## src/rtl/pram_pkg.sv

```systemverilog
package pram_pkg;

  typedef enum logic [1:0] {
    OP_READ  = 2'b00,
    OP_WRITE = 2'b01,
    OP_FETCH = 2'b10,
    OP_NONE  = 2'b11
  } op_e;

  typedef enum logic [1:0] {
    TM_NORMAL    = 2'b00,
    TM_DATA_ONLY = 2'b01,
    TM_CHK_ONLY  = 2'b10,
    TM_QUIET     = 2'b11
  } tmode_e;

  typedef struct packed {
    logic en;
    logic data_we;
    logic chk_we;
    logic refuse;
    logic kind;     // 0 write refused, 1 fetch refused
  } acc_dec_t;

endpackage

```

## src/rtl/pram_init_seq.sv

```systemverilog
module pram_init_seq #(
  parameter int DEPTH  = 64,
  parameter int ADDR_W = $clog2(DEPTH)
) (
  input  logic              clk,
  input  logic              rst,
  input  logic              start,
  output logic              busy,
  output logic [ADDR_W-1:0] addr,
  output logic              done
);

  localparam logic [ADDR_W-1:0] LAST = ADDR_W'(DEPTH - 1);

  always_ff @(posedge clk) begin
    if (rst) begin
      busy <= 1'b0;
      addr <= '0;
      done <= 1'b0;
    end else if (busy) begin
      // start is deliberately ignored while a pass is running
      if (addr == LAST) begin
        busy <= 1'b0;
        addr <= '0;
        done <= 1'b1;
      end else begin
        addr <= addr + 1'b1;
      end
    end else if (start) begin
      busy <= 1'b1;
      addr <= '0;
      done <= 1'b0;
    end
  end

endmodule

```

## src/rtl/pram_access_ctl.sv

```systemverilog
module pram_access_ctl
  import pram_pkg::*;
(
  input  logic     live,        // request may be served (not stalled)
  input  op_e      op,
  input  tmode_e   mode,
  input  logic     wr_block,
  input  logic     fetch_block,
  output acc_dec_t dec
);

  always_comb begin
    dec = '0;
    if (live) begin
      case (op)
        OP_READ: dec.en = 1'b1;
        OP_WRITE: begin
          if (wr_block && (mode == TM_NORMAL)) begin
            dec.refuse = 1'b1;
            dec.kind   = 1'b0;
          end else begin
            dec.en      = 1'b1;
            dec.data_we = (mode != TM_CHK_ONLY);
            dec.chk_we  = (mode != TM_DATA_ONLY);
          end
        end
        OP_FETCH: begin
          if (fetch_block) begin
            dec.refuse = 1'b1;
            dec.kind   = 1'b1;
          end else begin
            dec.en = 1'b1;
          end
        end
        default: dec = '0;
      endcase
    end
  end

endmodule

```

## src/rtl/pram_viol_log.sv

```systemverilog
module pram_viol_log #(
  parameter int ADDR_W = 6
) (
  input  logic              clk,
  input  logic              rst,
  input  logic              hit,
  input  logic              hit_kind,
  input  logic [ADDR_W-1:0] hit_addr,
  input  logic              clear,
  output logic              flag,
  output logic [ADDR_W-1:0] addr,
  output logic              kind
);

  always_ff @(posedge clk) begin
    if (rst) begin
      flag <= 1'b0;
      addr <= '0;
      kind <= 1'b0;
    end else if (hit && (!flag || clear)) begin
      flag <= 1'b1;
      addr <= hit_addr;
      kind <= hit_kind;
    end else if (clear) begin
      flag <= 1'b0;
    end
  end

endmodule

```

## src/rtl/pram_guard.sv

```systemverilog
module pram_guard
  import pram_pkg::*;
#(
  parameter int DEPTH  = 64,
  parameter int DATA_W = 32,
  localparam int ADDR_W = $clog2(DEPTH)
) (
  input  logic              clk,
  input  logic              rst,
  input  logic [1:0]        cpu_op,
  input  logic [ADDR_W-1:0] cpu_addr,
  input  logic [DATA_W-1:0] cpu_wdata,
  input  logic [1:0]        test_mode,
  input  logic              wr_block,
  input  logic              fetch_block,
  input  logic              init_start,
  input  logic              viol_clear,
  output logic              cpu_stall,
  output logic              ram_en,
  output logic [ADDR_W-1:0] ram_addr,
  output logic [DATA_W-1:0] ram_wdata,
  output logic              ram_data_we,
  output logic              ram_chk_we,
  output logic              ram_fill,
  output logic              viol_flag,
  output logic [ADDR_W-1:0] viol_addr,
  output logic              viol_kind,
  output logic              err_irq_en,
  output logic              init_done
);

  logic              init_busy;
  logic [ADDR_W-1:0] init_addr;
  acc_dec_t          dec;

  pram_init_seq #(.DEPTH(DEPTH), .ADDR_W(ADDR_W)) u_init (
    .clk   (clk),
    .rst   (rst),
    .start (init_start),
    .busy  (init_busy),
    .addr  (init_addr),
    .done  (init_done)
  );

  pram_access_ctl u_ctl (
    .live        (!init_busy),
    .op          (op_e'(cpu_op)),
    .mode        (tmode_e'(test_mode)),
    .wr_block    (wr_block),
    .fetch_block (fetch_block),
    .dec         (dec)
  );

  pram_viol_log #(.ADDR_W(ADDR_W)) u_viol (
    .clk      (clk),
    .rst      (rst),
    .hit      (dec.refuse),
    .hit_kind (dec.kind),
    .hit_addr (cpu_addr),
    .clear    (viol_clear),
    .flag     (viol_flag),
    .addr     (viol_addr),
    .kind     (viol_kind)
  );

  assign cpu_stall = init_busy;

  // registered RAM request stage
  always_ff @(posedge clk) begin
    if (rst) begin
      ram_en      <= 1'b0;
      ram_addr    <= '0;
      ram_wdata   <= '0;
      ram_data_we <= 1'b0;
      ram_chk_we  <= 1'b0;
      ram_fill    <= 1'b0;
      err_irq_en  <= 1'b1;
    end else begin
      err_irq_en <= (tmode_e'(test_mode) != TM_QUIET);
      if (init_busy) begin
        ram_en      <= 1'b1;
        ram_addr    <= init_addr;
        ram_wdata   <= '0;
        ram_data_we <= 1'b1;
        ram_chk_we  <= 1'b1;
        ram_fill    <= 1'b1;
      end else begin
        ram_en      <= dec.en;
        ram_addr    <= cpu_addr;
        ram_wdata   <= cpu_wdata;
        ram_data_we <= dec.data_we;
        ram_chk_we  <= dec.chk_we;
        ram_fill    <= 1'b0;
      end
    end
  end

endmodule

```

## config.mk

```make
export PLATFORM = sky130hd
export DESIGN_NAME = pram_guard
export DESIGN_NICKNAME = d
export VERILOG_FILES = /design/src/rtl/pram_pkg.sv /design/src/rtl/pram_init_seq.sv /design/src/rtl/pram_access_ctl.sv /design/src/rtl/pram_viol_log.sv /design/src/rtl/pram_guard.sv
export SDC_FILE = /design/constraint.sdc
export NUM_CORES = 1
export LEC_CHECK = 0
export ABC_AREA = 0
export CORE_ASPECT_RATIO = 1.25
export CORE_UTILIZATION = 40
export DETAILED_ROUTE_END_ITERATION = 16
export PLACE_DENSITY = 0.81
export SETUP_SLACK_MARGIN = 0.02
export SLEW_MARGIN = 40
export SYNTH_ARGS = -nofsm -noshare
export SYNTH_HDL_FRONTEND = slang
export SYNTH_SLANG_ARGS = --single-unit
```

## constraint.sdc

```tcl
create_clock -name clk -period 1.6 [get_ports clk]
set_input_delay 0.16 -clock clk [delete_from_list [all_inputs] [get_ports clk]]
set_output_delay 0.16 -clock clk [all_outputs]
set_load 0.02 [all_outputs]
```

After elaboration in Yosys (flattened, before gate mapping)
Index checks and enable logic that the tools add are counted.
- bits in latches: 0
- ROM bits: 0
- logic and storage cells: 55
- input port bits: 48
- memories kept: 0
- bits in writable memories: 0
- register bits: 59
- bitwise gates (word level): 0
- $lt $le $gt $ge: 0
- mux-type cells: 24
- add/subtract/negate cells: 1
- shifts and indexed selects: 0
- multipliers: 0
- eq/ne operators: 7
- reductions and logical operators: 10
- div/mod/pow operators: 0
- operators by type and width (kind ; number):
    6-bit 2-to-1 mux ; 4
    1-bit 2-to-1 mux ; 13
    6-bit by 1-bit adder with 6-bit output, second input constant ; 1
    6-bit equality test, second input constant ; 1
    2-bit 2-to-1 mux ; 3
    2-bit != test, second input constant ; 3
    5-bit 2-to-1 mux ; 1
    2-bit zero test ; 2
    2-bit case mux with 2 select lines ; 1
    2-bit nonzero test ; 2
    3-bit 2-to-1 mux ; 1
    1-bit case mux with 3 select lines ; 1
    2-bit by 1-bit equality test with 1-bit output, second input constant ; 1
    2-bit equality test, second input constant ; 1
    1-bit logical AND ; 2
    2-bit by 1-bit != test with 1-bit output, second input constant ; 1
    2-bit AND reduction ; 1
    2-bit OR reduction ; 1
    1-bit zero test ; 1
    1-bit logical OR ; 1

Depth between registers and ports, before layout
- depth in word-level cells: 7
- gate-level depth with buffers: 6
- depth with buffers taken out: 5

By module
From an unflattened synthesis, not the netlist that was laid out.
- cell total of the unflattened synthesis: 199
- area, all modules: 2115.8 um2
- modules (own cells, without submodules) (module ; cells an instance ; instances ; area an instance (um2)):
    pram_guard ; 102 ; 1 ; 1231.2
    pram_init_seq ; 44 ; 1 ; 390.4
    pram_viol_log ; 35 ; 1 ; 357.8
    pram_access_ctl ; 18 ; 1 ; 136.4

Worst setup path before layout
OpenSTA, ideal clock, no wires.
- path kind: flip-flop to flip-flop
- from: register u_init.busy
- to: register u_init.addr[5]
- path slack: 0.396 ns
- clock period less this slack: 1.204 ns
- arrival time: 1.117 ns
- data required time: 1.513 ns
- stages on the path, launching flop included: 4
- cells stage by stage: dfxtp_1 or3b_1 o31a_1 o31ai_1
- word-level cells in the longest chain between the ends: 1
- elaborated cells on any way between the ends: 2
- classes of those cells: mux: 1; reduce/logical: 1
- ends and longest elaborated chain (item ; RTL line ; text):
    start: declaration ; pram_init_seq.sv:8 ; output logic busy,
    start signal: assignment ; pram_init_seq.sv:17 ; busy <= 1'b0;
    start signal: assignment ; pram_init_seq.sv:23 ; busy <= 1'b0;
    start signal: assignment ; pram_init_seq.sv:30 ; busy <= 1'b1;
    6-bit 2-to-1 mux / 2-bit nonzero test (equally long branches) ; -- ;
    end signal: assignment ; pram_init_seq.sv:27 ; addr <= addr + 1'b1;
    end: declaration ; pram_init_seq.sv:9 ; output logic [ADDR_W-1:0] addr,
Several ways; a longest one is shown, not always the timed one.
A chain may end at the register's enable or synchronous reset.

Worst setup path after layout
- from: input cpu_op[0]
- to: register u_viol.addr[2]
- word-level cells in the longest chain between the ends: 4
- elaborated cells on any way between the ends: 5
- classes of those cells: eq/ne: 2; mux: 2; reduce/logical: 1
- ends and longest elaborated chain (item ; RTL line ; text):
    start: declaration ; pram_guard.sv:10 ; input logic [1:0] cpu_op,
    2-bit equality test / 2-bit by 1-bit equality test with 1-bit output (equally long branches) ; pram_access_ctl.sv:15 ; case (op)
    2-bit case mux with 2 select lines (*) ; pram_access_ctl.sv:15 ;
    5-bit 2-to-1 mux (*) ; pram_access_ctl.sv:14 ; if (live) begin
    1-bit logical AND (*) ; pram_viol_log.sv:20 ; end else if (hit && (!flag || clear)) begin
    end signal: assignment ; pram_viol_log.sv:22 ; addr <= hit_addr;
    end: declaration ; pram_viol_log.sv:11 ; output logic [ADDR_W-1:0] addr,
Every way passes the cells marked *; elsewhere a longest branch is shown, timed or not.

==> metrics <==
synthesis-to-layout area growth=64.3%; Filler Cell Count=397; CTS Buffer Depth=2; layout cells sized above 1=0.0871; Fin. Hold Viols=0; P_leak=1.38 nW; cells after synthesis=196; Hold Startpoint=cpu_wdata[7]; Clk network pwr share=0.438; GP Congestion=0.792; Final Cell Area=3430 µm²; Die Ht=82.8 µm; CP endpoint=u_viol.addr[2]; die area=5520 µm²; initial cell density of the core=0.415; Post-Syn Nets=249; routed vias/inst=4.58; CTS clk-pin slew, worst paths=0.06 ns; Worst Reg-to-Reg Cells=4; warnings from Yosys=0; Relative slew margins=0.705; grt ovf=0; hpwl dp=3230 µm; max_cap viols=0; fin. max-slew vios=0; final setup fails=0; drt wl/cell=11.6 µm; Hold Path Class=in -> reg; Max Fclk=693 MHz; Yosys cell types=36; dominant synthesized flop cell=dfxtp_1; Ant. Diodes=0; initial antenna violation count=0; setup slack, reg-to-reg=0.30 ns; Tcrit/Tclk final=0.902; switching share of power=0.212; Synth Area per Inst=10.7 µm²; synthesized area=2090 µm²; FP Rows=29; CORE AREA=5040 µm²; crit path kind=in -> reg; crit path time final=1.44 ns; Storage cell area=1180 µm²; RSZ-0062 raised after global routing=false; sequential element share of the synthesized area=0.565; hold depth=2; final routed DRC violation total=0; chip width=66.7 µm; first-pass GRT wire length=6790 µm; overall global routing resource usage=0.166; Reg-to-Reg Start=u_init.addr[0]; part of the power in registers=0.428; Post-synth ARST share=0; area of the multi-input gates=827 µm²; worst-path maximum fanout=7; Total Nets Final=358; Synth Register Bits=59; overall power=3.68 mW; Req. time, crit path=1.85 ns; critical path arrival=1.70 ns; final WL=4320 µm; combinational power share=0.134; Num CTS Buffers=9; DR vias=1703; Worst-Margin Slew=0.439 ns; Cell Int Power=2.90 mW; placed cell areas=3190 µm²; skew final=0.00409 ns; Pwr per Cell Area=1070 nW/µm²; CTS Sinks=59; CTS H-Tree Depth=3; CP Capture Type=flop; first drt pass iteration count=4; pin count of the biggest net entering global routing=33; ANT nets after route=0; CTS tree=done; outcome=completed; crit path from=cpu_op[0]; Crit Reg-Reg Endpoint=u_init.done; I/O pin total=101; Buffers on Ports=100; clock root buffer=clkbuf_8; clock insertion delay at the later pin of the skew report=0.33 ns; EDFF count, synth=0; vias in the first global route=1574; Max rail drop VDD=0.687 mV; DR iter-0 viols=79; critical path launch point type=input pin; P_sw=779 µW
-- layout by cell type, fill, tap and decap left out, types with 2 or more instances in the layout --
cell type and count:
mux2i_1 11, xor2_1 2, a21oi_1 7, o31ai_1 4
clkdlybuf4s50_1 99, inv_1 8, ha_1 5, a211oi_1 4
nand3_1 3, buf_4 7, dfxtp_1 58, clkinv_2 2
nor3b_1 3, bufinv_16 3, nand2_1 4, clkbuf_8 10
nand2b_1 15, and2_1 33, nor2_1 9
-- power by group through the flow --
stage | combinational (mW) | clock [mW] | sequential, mW
after floorplan | 0.130 | 0 | 1.69
after global placement | 0.492 | 0 | 1.60
after detailed placement | 0.497 | 0 | 1.61
after CTS | 0.500 | 1.65 | 1.57
after global routing | 0.532 | 1.72 | 1.58
final | 0.495 | 1.61 | 1.57
-- synth_stat cells (2+ instances only) --
cell type | number | area [µm²]
o31ai_1 | 4 | 30.0
a211oi_1 | 4 | 30.0
and2_1 | 33 | 206
buf_4 | 2 | 15.0
buf_2 | 2 | 10.0
nand3_1 | 3 | 15.0
clkbuf_1 | 5 | 18.8
nand2_1 | 4 | 15.0
xor2_1 | 2 | 17.5
nand2b_1 | 15 | 93.8
ha_1 | 5 | 62.6
nor3b_1 | 3 | 22.5
nor2_1 | 9 | 33.8
inv_1 | 8 | 30.0
nor2b_1 | 2 | 12.5
dfxtp_1 | 59 | 1180
a21oi_1 | 7 | 35.0
mux2i_1 | 11 | 110
-- worst max-delay path: stages --
cell and delay (ns):
clkdlybuf4s50_1 0.51, inv_1 0.07, ha_1 0.27, nor2b_2 0.17
o211a_1 0.21, buf_12 0.13, mux2i_1 0.18
-- how the worst min path moves through the flow --
stage | endpoint | slack, ns
floorplan | err_irq_en | 0.24
global placement | u_viol.kind | 0.45
detailed placement | u_viol.kind | 0.46
CTS | ram_wdata[7] | 0.38
global route | ram_wdata[27] | 0.37
finish | ram_wdata[7] | 0.39
-- per-stage QoR --
stage               TNS (ns)  hold WS [ns]  setup WS (ns)  instances   util
finish                     0         0.388          0.157        372  0.681
global route               0         0.374         0.0705        372  0.681
floorplan                  0         0.244          0.396        196      -
CTS                        0         0.375         0.0379        372  0.680
global placement       -1.09         0.455         -0.164        356  0.632
detailed placement     -1.39         0.464         -0.216        356  0.632
-- cells by family (layout without fill, tap and decap cells) --
group                    count (synthesis)  in the layout  share of synthesized area
AND/OR/NAND/NOR                         76             76                      0.221
buffers and inverters                   18            132                     0.0407
adder cells (fa/ha/maj)                  5              5                     0.0299
multiplexers                            11             11                     0.0527
XOR/XNOR                                 2              2                    0.00838
flip-flops                              59             59                      0.565
AO/OA/AOI/OAI                           25             25                     0.0820
-- sequential cells by signal (all words and copies together), names as in the netlist --
signal and flops:
ram_wdata 32, ram_addr 6, u_init.addr 6, u_viol.addr 6
err_irq_en 1, ram_chk_we 1, ram_data_we 1, ram_en 1
ram_fill 1, u_init.busy 1, u_init.done 1, u_viol.flag 1
u_viol.kind 1
-- per-layer routing --
layer / share of wire / vias to the layer above / track usage
met5: 0 / - / 0
met4: 0.016 / 0 / 0.0774
li1: - / 860 / -
met2: 0.49 / 71 / 0.258
met3: 0.12 / 6 / 0.115
met1: 0.37 / 766 / 0.165
-- final cells by class --
type | instances | area share
flip-flops and latches | 59 | 0.344
repair buffers | 108 | 0.313
multi-input cells | 119 | 0.241
clock buffers | 11 | 0.0412
clock inverters | 5 | 0.0291
well taps | 62 | 0.0226
inverters | 8 | 0.00874
-- repair_timing --
item                                   in CTS  in global routing
setup buffers                               0                  0
hold buffers                                0                  0
setup endpoints to repair                   1                  2
gates resized for setup                     1                  2
endpoints found under the hold margin       0                  0
Power figures use the tool's default switching activity.
